===== src/rtl/nanprop_pkg.sv =====
// Shared types for the NaN result selector.
// Assumes binary32 layout unless the modules are given other widths.
package nanprop_pkg;

    // Operand class as seen by the selector
    typedef enum logic [1:0] {
        CLS_NUM  = 2'd0,
        CLS_QNAN = 2'd1,
        CLS_SNAN = 2'd2
    } nan_cls_e;

    // Priority policies
    typedef enum logic [1:0] {
        POL_SIGNAL_FIRST = 2'd0,
        POL_A_FIRST      = 2'd1,
        POL_MAGNITUDE    = 2'd2,
        POL_SIGNAL_ALT   = 2'd3
    } nan_policy_e;

endpackage


===== src/rtl/nanprop_classify.sv =====
// Classifies one operand as a number, a quiet NaN or a signalling NaN.
// Assumes the top fraction bit carries the quiet/signal mark and sig_pol
// gives the value of that bit that means "signalling".
module nanprop_classify
    import nanprop_pkg::*;
#(
    parameter int EXP_W  = 8,
    parameter int FRAC_W = 23
) (
    input  logic [EXP_W+FRAC_W:0] opnd,
    input  logic                  sig_pol,
    output nan_cls_e              cls
);
    localparam int TOP_FRAC = FRAC_W - 1;

    logic exp_full;
    logic frac_zero;

    // Field tests on exponent and fraction
    always_comb begin
        exp_full  = &opnd[EXP_W+FRAC_W-1:FRAC_W];
        frac_zero = (opnd[FRAC_W-1:0] == '0);
    end

    // Class from the field tests and polarity
    always_comb begin
        if (!exp_full || frac_zero)
            cls = CLS_NUM;
        else if (opnd[TOP_FRAC] == sig_pol)
            cls = CLS_SNAN;
        else
            cls = CLS_QNAN;
    end
endmodule


===== src/rtl/nanprop_choose.sv =====
// Decides which operand supplies the result under the selected policy.
// Assumes classes come from nanprop_classify; pick_b = 1 selects operand b.
module nanprop_choose
    import nanprop_pkg::*;
#(
    parameter int EXP_W  = 8,
    parameter int FRAC_W = 23
) (
    input  logic [EXP_W+FRAC_W:0] opnd_a,
    input  logic [EXP_W+FRAC_W:0] opnd_b,
    input  nan_cls_e              cls_a,
    input  nan_cls_e              cls_b,
    input  logic [1:0]            policy,
    output logic                  pick_b
);
    localparam int MAG_W = EXP_W + FRAC_W;
    localparam int SGN   = EXP_W + FRAC_W;

    logic a_wins_mag;

    // Magnitude ranking with tie broken towards the positive sign
    always_comb begin
        if (opnd_a[MAG_W-1:0] != opnd_b[MAG_W-1:0])
            a_wins_mag = (opnd_a[MAG_W-1:0] > opnd_b[MAG_W-1:0]);
        else
            a_wins_mag = !opnd_a[SGN] && opnd_b[SGN];
    end

    // Policy decode
    always_comb begin
        unique case (nan_policy_e'(policy))
            POL_A_FIRST: begin
                pick_b = (cls_a == CLS_NUM);
            end
            POL_MAGNITUDE: begin
                if (cls_a == CLS_NUM)
                    pick_b = 1'b1;
                else if (cls_b == CLS_NUM)
                    pick_b = 1'b0;
                else if (cls_a != cls_b)
                    pick_b = (cls_b == CLS_QNAN);
                else
                    pick_b = !a_wins_mag;
            end
            default: begin
                if (cls_a == CLS_SNAN)
                    pick_b = 1'b0;
                else if (cls_b == CLS_SNAN)
                    pick_b = 1'b1;
                else
                    pick_b = (cls_a != CLS_QNAN);
            end
        endcase
    end
endmodule


===== src/rtl/nanprop_quiet.sv =====
// Produces the outgoing value: default NaN, quieted pick or unchanged pick.
// Assumes is_snan describes the picked operand under the current polarity.
module nanprop_quiet #(
    parameter int EXP_W  = 8,
    parameter int FRAC_W = 23
) (
    input  logic [EXP_W+FRAC_W:0] picked,
    input  logic                  is_snan,
    input  logic                  sig_pol,
    input  logic                  dflt_en,
    output logic [EXP_W+FRAC_W:0] result
);
    localparam int W        = 1 + EXP_W + FRAC_W;
    localparam int TOP_FRAC = FRAC_W - 1;

    logic [W-1:0] dflt_nan;
    logic [W-1:0] set_mark;

    // Canonical NaN for each polarity
    always_comb begin
        dflt_nan = '0;
        dflt_nan[W-2:FRAC_W] = '1;
        if (sig_pol)
            dflt_nan[TOP_FRAC-1:0] = '1;
        else
            dflt_nan[TOP_FRAC] = 1'b1;
    end

    // Quiet form that keeps payload and sign
    always_comb begin
        set_mark = picked;
        set_mark[TOP_FRAC] = 1'b1;
    end

    // Output selection
    always_comb begin
        if (dflt_en)
            result = dflt_nan;
        else if (is_snan && sig_pol)
            result = dflt_nan;
        else if (is_snan)
            result = set_mark;
        else
            result = picked;
    end
endmodule


===== src/rtl/nan_propagate.sv =====
// Top of the two-operand NaN result selector. Classifies both operands,
// picks one by policy, quiets it and registers result and invalid flag.
// Assumes at least one operand is a NaN; otherwise op_a passes through.
module nan_propagate
    import nanprop_pkg::*;
#(
    parameter int EXP_W  = 8,
    parameter int FRAC_W = 23
) (
    input  logic                      clk,
    input  logic                      rst_n,
    input  logic [EXP_W+FRAC_W:0]     op_a,
    input  logic [EXP_W+FRAC_W:0]     op_b,
    input  logic [1:0]                policy,
    input  logic                      dflt_en,
    input  logic                      sig_pol,
    output logic [EXP_W+FRAC_W:0]     nan_out,
    output logic                      invalid
);
    localparam int W = 1 + EXP_W + FRAC_W;

    logic     [W-1:0] opnds [2];
    nan_cls_e         cls   [2];
    logic             pick_b;
    logic     [W-1:0] picked;
    logic             picked_snan;
    logic             any_nan;
    logic     [W-1:0] quiet_val;
    logic     [W-1:0] next_out;
    logic             next_inv;

    // Gather operands for the classifier array
    always_comb begin
        opnds[0] = op_a;
        opnds[1] = op_b;
    end

    for (genvar i = 0; i < 2; i++) begin : g_cls
        nanprop_classify #(.EXP_W(EXP_W), .FRAC_W(FRAC_W)) u_cls (
            .opnd    (opnds[i]),
            .sig_pol (sig_pol),
            .cls     (cls[i])
        );
    end

    nanprop_choose #(.EXP_W(EXP_W), .FRAC_W(FRAC_W)) u_choose (
        .opnd_a (op_a),
        .opnd_b (op_b),
        .cls_a  (cls[0]),
        .cls_b  (cls[1]),
        .policy (policy),
        .pick_b (pick_b)
    );

    // Route the chosen operand and its class
    always_comb begin
        picked      = pick_b ? op_b : op_a;
        picked_snan = pick_b ? (cls[1] == CLS_SNAN) : (cls[0] == CLS_SNAN);
        any_nan     = (cls[0] != CLS_NUM) || (cls[1] != CLS_NUM);
    end

    nanprop_quiet #(.EXP_W(EXP_W), .FRAC_W(FRAC_W)) u_quiet (
        .picked  (picked),
        .is_snan (picked_snan),
        .sig_pol (sig_pol),
        .dflt_en (dflt_en),
        .result  (quiet_val)
    );

    // Next-state values, with pass-through when no NaN is present
    always_comb begin
        next_inv = (cls[0] == CLS_SNAN) || (cls[1] == CLS_SNAN);
        if (!any_nan && !dflt_en)
            next_out = op_a;
        else
            next_out = quiet_val;
    end

    // Output register with synchronous reset
    always_ff @(posedge clk) begin
        if (!rst_n) begin
            nan_out <= '0;
            invalid <= 1'b0;
        end else begin
            nan_out <= next_out;
            invalid <= next_inv;
        end
    end
endmodule


===== config.mk =====
export PLATFORM = sky130hd
export DESIGN_NAME = nan_propagate
export DESIGN_NICKNAME = d
export VERILOG_FILES = /design/src/rtl/nanprop_pkg.sv /design/src/rtl/nanprop_classify.sv /design/src/rtl/nanprop_choose.sv /design/src/rtl/nanprop_quiet.sv /design/src/rtl/nan_propagate.sv
export SDC_FILE = /design/constraint.sdc
export NUM_CORES = 1
export LEC_CHECK = 0
export ABC_AREA = 1
export BUFFER_PORTS_ARGS = -buffer_cell sky130_fd_sc_hd__buf_2
export CORE_ASPECT_RATIO = 0.9
export CORE_UTILIZATION = 54
export DETAILED_ROUTE_END_ITERATION = 6
export PLACE_DENSITY = 0.88
export SYNTH_ARGS = -nofsm -noshare
export SYNTH_HDL_FRONTEND = slang
export SYNTH_HIERARCHICAL = 1
export SYNTH_SLANG_ARGS = --single-unit

===== constraint.sdc =====
create_clock -name clk -period 3.8 [get_ports clk]
set_clock_uncertainty 0.05 [all_clocks]
set_input_delay 0.76 -clock clk [delete_from_list [all_inputs] [get_ports clk]]
set_output_delay 0.76 -clock clk [all_outputs]
set_load 0.01 [all_outputs]

==> results of run 1 <==
registers in the layout (all words and copies together), names as in the netlist:
register and cells:
nan_out 32, invalid 1
critical path, cell delays in order:
cell and delay (ns):
buf_2 0.14, nor2_1 0.06, nand2_1 0.06, nor2_1 0.05, nand3_1 0.07, nand2_1 0.07, nor2_1 0.42, nand2_1 0.10
nand2_1 0.09, nand2_1 0.06, nor2_1 0.12, nand2_1 0.06, nand2_1 0.10, a21oi_4 0.07, o21ai_0 0.41, inv_1 0.08
nand2_1 0.10, nand2_2 0.23, nand2_1 0.14, inv_1 0.05, nand2_1 0.05, inv_1 0.05, nor2_1 0.16
stage by stage:
| step | cells | instance area, um^2 |
|---|---|---|
| floorplan | 686 | 3700 |
| global placement | 855 | 4220 |
| detailed placement | 855 | 4220 |
| CTS | 863 | 4340 |
| global route | 863 | 4340 |
| finish | 863 | 4340 |
report_power, final:
group / switching (W) / internal, W
registers: 0.00000564 / 0.000373
clock network: 0.000119 / 0.000214
logic: 0.000252 / 0.000152
final cells by class:
type / count / area, um^2 / area share (%)
Clock buffer: 7 / 86.3 / 1.99
Clock inverter: 1 / 30.0 / 0.692
Multi-Input combinational cell: 457 / 2280 / 52.4
Sequential cell: 33 / 661 / 15.2
Timing Repair Buffer: 106 / 541 / 12.5
Tap cell: 90 / 113 / 2.59
Inverter: 169 / 634 / 14.6
cell usage after synthesis, drive strengths merged:
library cell  instances
nor2                 97
nand2               225
nor3                  2
dfxtp                33
and2                  1
clkbuf                7
nand3                 9
o21ai                34
a21o                  1
nand3b                1
o211ai                1
buf                  20
ha                   33
xnor2                 3
nand4                36
a21oi                12
a31oi                 1
a21boi                1
inv                 169
kinds of logic after synthesis:
group / Yosys count / share of synthesized area, %
AOI/OAI and AO/OA: 50 / 7.10
xor gates and xnor gates: 3 / 0.711
adders and majority gates: 33 / 11.2
buffers and inverters: 196 / 20.8
DFF: 33 / 17.9
and+or+nand+nor: 371 / 42.4
metal layers:
metal	wire length, um	share of wire [%]	up-vias
met5	0	0	-
met4	119	1.2	0
met3	748	7.6	9
met2	4110	42	175
met1	4910	50	1746
li1	-	-	2211
how the worst min path moves through the flow:
stage                        to  slack [ns]  cells after the start
finish              nan_out[23]        0.83                      5
global route        nan_out[23]        0.86                      5
CTS                 nan_out[23]        0.82                      5
detailed placement   nan_out[5]        1.10                      1
global placement    nan_out[12]        1.10                      1
floorplan           nan_out[31]        0.93                      5
==> impl_metrics.py, run 1 <==
metrics = {
    "synthesis": {
        "synth_area_leaders": "nand2_1 23%, dfxtp_1 18%, inv_1 17%",
        "syn_inst": 686,
        "synthesis.area_um2": 3700,
        "synth_largest_area_cell": "nand2_1",
        "synth.top_cell.area_share_pct": 22.5,
        "ys_warn_count": 6,
        "synth-seq-cells": 33,
        "synth_cell_types": 28,
        "synth_seq_area_share_pct": 17.9,
        "syn-num-nets": 789,
        "avgSynthCellArea_um2": 5.39,
    },
    "global_routing": {
        "grt_pass1_wl_um": 16400,
        "grt_max_degree": 65,
        "antenna_found_initial": 0,
        "use_met2_pct": 41.8,
        "grt_use_met1_pct": 44.7,
        "grt_usage_pct": 29.0,
        "grt_remaining_overflow": 0,
        "use_met3_pct": 2.67,
        "grt_pass1_vias": 3584,
        "grt_busiest_layer": "met1",
    },
    "clock_tree": {
        "htreeDepth": 2,
        "cts_buffers": 5,
        "post_cts_resized": 0,
        "cts-root-buf": "clkbuf_8",
        "ctsHoldBuffers": 0,
        "post_cts_buffers": 0,
        "clk_path_buf_depth": 2,
        "cts.sinks": 33,
        "cts_tree": "done",
        "clk_pin_slew_worst_paths_ns": 0.07,
    },
    "finish": {
        "utilization_pct": 65.9,
        "nFillCells": 667,
        "layout.nets": 875,
        "mostFrequentLayoutCells": "222 x nand2_1, 166 x inv_1, 102 x buf_2, 87 x nor2_1, 36 x nand4_1",
        "synthToLayoutAreaGrowth_pct": 17.4,
        "final_common_cell": "nand2_1",
        "drive_gt1_share_pct": 17.2,
        "num_antenna_cells": 0,
    },
    "die": {
        "core_um2": 6590,
        "die_y_um": 80.5,
        "die_area_um2": 7180,
        "start_util_pct": 56.2,
        "die-width_um": 89.2,
        "rows": 28,
        "io_pins": 103,
    },
    "sta": {
        "finalCritPeriodShare_pct": 88.1,
        "tightestPinTransition_ns": 0.594,
        "finalSetupViolations": 0,
        "rsz0062_at_grt": "false",
        "relSlewSlack_pct": 60.4,
        "max_freq_mhz": 299,
        "slew_viol_final": 0,
        "finalCriticalPeriod_ns": 3.35,
        "totalNegativeSetupSlack_ns": 0,
        "worst_slack_ns": 0.454,
        "holdWs_ns": 0.829,
        "hold_violations": 0,
    },
    "worst_setup_path": {
        "cp.arrival_ns": 3.49,
        "timing.critical_path.to": "nan_out[14]",
        "worstPathRequired_ns": 3.94,
        "crit_path_start": "op_b[22]",
        "cp-end-kind": "flip-flop",
        "critPathKind": "input port to flip-flop",
        "cp-start-kind": "input port",
        "worstPathMaxFanout": 22,
    },
    "power": {
        "vdd_drop_max_uv": 145,
        "p_per_area_nw_per_um2": 257,
        "fin_total_pwr_w": 0.00112,
        "leakagePower_nw": 2.93,
    },
    "flow_run": {
        "cap_violations": 0,
    },
    "route": {
        "first_pass_iters": 6,
        "vias": 4141,
        "wirelength_um": 9880,
        "wl_per_cell_um": 11.5,
        "vias_per_cell": 4.80,
        "drc": 0,
        "first_iter_violations": 319,
        "ant_nets": 0,
    },
    "worst_hold_path": {
        "hp-class": "input port to flip-flop",
        "hp-start": "op_a[23]",
    },
    "placed_design": {
        "post-place-ws_ns": 0.183,
        "portBuffers": 102,
        "dp_hpwl_um": 8150,
        "gp_congestion": 0.954,
    },
    "run_status": {
        "status": "completed",
    },
}
Power figures use the tool's default switching activity.
==> run 2, diff against run 1 <==
CTS_BUF_LIST = sky130_fd_sc_hd__clkbuf_8 sky130_fd_sc_hd__clkbuf_16   (was not set)
==> run 2 against run 1 <==
Against the previous run:
- power down 0.27%
- highest routed layer unchanged
- critical endpoint unchanged
- setup slack got worse by 0.0084 ns
- sequential cell count stayed put
- final area did not move
- cell count did not move
- first-iteration DRC count is 0.31% lower
- largest cell class unchanged
- sequential power about the same
==> impl_metrics.py, run 2 (synthesis gave the netlist of run 1 again) <==
metrics = {
    "run_status": {
        "status": "completed",
    },
    "clock_tree": {
        "post_cts_resized": 0,
        "ctsHoldBuffers": 0,
        "clk_pin_slew_worst_paths_ns": 0.07,
        "post_cts_buffers": 0,
        "cts_tree": "done",
        "cts.sinks": 33,
        "cts-root-buf": "clkbuf_8",
        "clk_path_buf_depth": 2,
        "cts_buffers": 5,
        "htreeDepth": 2,
    },
    "finish": {
        "reg.largest.list": "nan_out x32, invalid x1",
        "nFillCells": 667,
        "largest_register": "nan_out",
        "num_antenna_cells": 0,
        "final_common_cell": "nand2_1",
        "mostFrequentLayoutCells": "222 x nand2_1, 167 x inv_1, 102 x buf_2, 87 x nor2_1, 36 x nand4_1",
        "drive_gt1_share_pct": 17.2,
        "synthToLayoutAreaGrowth_pct": 17.4,
        "largest_register_ffs": 32,
        "layout.nets": 875,
    },
    "die": {
        "core_um2": 6590,
        "die-width_um": 89.2,
        "rows": 28,
        "die_area_um2": 7180,
        "io_pins": 103,
        "die_y_um": 80.5,
        "start_util_pct": 56.2,
    },
    "sta": {
        "tightestPinTransition_ns": 0.598,
        "finalCritPeriodShare_pct": 88.3,
        "finalSetupViolations": 0,
        "slew_viol_final": 0,
        "finalCriticalPeriod_ns": 3.35,
        "totalNegativeSetupSlack_ns": 0,
        "rsz0062_at_grt": "false",
        "relSlewSlack_pct": 60.1,
        "max_freq_mhz": 298,
        "hold_violations": 0,
    },
    "global_routing": {
        "grt_remaining_overflow": 0,
        "antenna_found_initial": 0,
        "grt_pass1_wl_um": 16400,
        "grt_pass1_vias": 3584,
        "grt_max_degree": 65,
        "grt_usage_pct": 29.0,
    },
    "route": {
        "wl_per_cell_um": 11.5,
        "wirelength_um": 9900,
        "drc": 0,
        "first_pass_iters": 5,
        "vias_per_cell": 4.80,
        "ant_nets": 0,
        "vias": 4146,
        "first_iter_violations": 318,
    },
    "worst_setup_path": {
        "cp-start-kind": "input port",
        "critPathKind": "input port to flip-flop",
        "worstPathMaxFanout": 22,
        "cp.arrival_ns": 3.50,
        "worstPathRequired_ns": 3.94,
        "cp-end-kind": "flip-flop",
    },
    "power": {
        "p_per_area_nw_per_um2": 256,
        "leakagePower_nw": 2.93,
        "vdd_drop_max_uv": 145,
        "fin_total_pwr_w": 0.00111,
    },
    "worst_hold_path": {
        "hp-class": "input port to flip-flop",
    },
    "placed_design": {
        "dp_hpwl_um": 8150,
        "gp_congestion": 0.954,
        "portBuffers": 102,
    },
    "flow_run": {
        "cap_violations": 0,
    },
}
[run 2: changes by cell type in the layout (fill, tap and decap cells not counted)]
cell      before  now
clkbuf_1       1    0
inv_1        166  167
[run 2: routing by layer]
layer	vias up	routed length [um]	track usage (%)
met5	-	0	0
met4	0	119	8.10
met3	9	749	2.67
met2	166	4130	41.8
met1	1758	4900	44.7
li1	2213	-	-
[run 2: layout make-up]
class                   count  area, um^2  area share [%]
inverters                 169         634            14.6
repair buffers            106         541            12.5
multi-input cells         457        2280            52.4
clock buffers               6        82.6            1.90
well taps                  90         113            2.59
flip-flops and latches     33         661            15.2
clock inverters             2        33.8           0.778
[run 2: where the power goes]
part           internal (W)  leakage (nW)  switching, W  total [W]
logic              0.000152          2.60      0.000252   0.000404
clock network      0.000211        0.0626      0.000119   0.000330
registers          0.000373         0.275    0.00000564   0.000379
total              0.000736          2.93      0.000377    0.00111
[run 2: per-stage QoR]
step / hold slack (ns) / instance area (um^2) / setup slack [ns] / utilization [%] / std cells
5_1_grt: 0.864 / 4340 / 0.0964 / 65.9 / 863
6_report: 0.831 / 4340 / 0.445 / 65.9 / 863
2_1_floorplan: 0.929 / 3700 / 0.827 / - / 686
3_3_place_gp: 1.10 / 4220 / 0.368 / 64.1 / 855
3_5_place_dp: 1.10 / 4220 / 0.183 / 64.1 / 855
4_1_cts: 0.820 / 4340 / 0.473 / 65.9 / 863
[run 2: worst max-delay path, stage by stage]
cell and delay, ns:
buf_2 0.14, nor2_1 0.06, nand2_1 0.06, nor2_1 0.05, nand3_1 0.07, nand2_1 0.07, nor2_1 0.42, nand2_1 0.10
nand2_1 0.09, nand2_1 0.06, nor2_1 0.12, nand2_1 0.06, nand2_1 0.10, a21oi_4 0.07, o21ai_0 0.42, inv_1 0.08
nand2_1 0.10, nand2_2 0.23, nand2_1 0.14, inv_1 0.04, nand2_1 0.05, inv_1 0.05, nor2_1 0.16
[run 2: path summary, 6_finish.rpt]
check | startpoint | end | slack (ns) | cells past startpoint
worst min-delay path | op_a[23] | nan_out[23] | 0.83 | 5
worst max-delay path | op_b[22] | nan_out[14] | 0.45 | 23
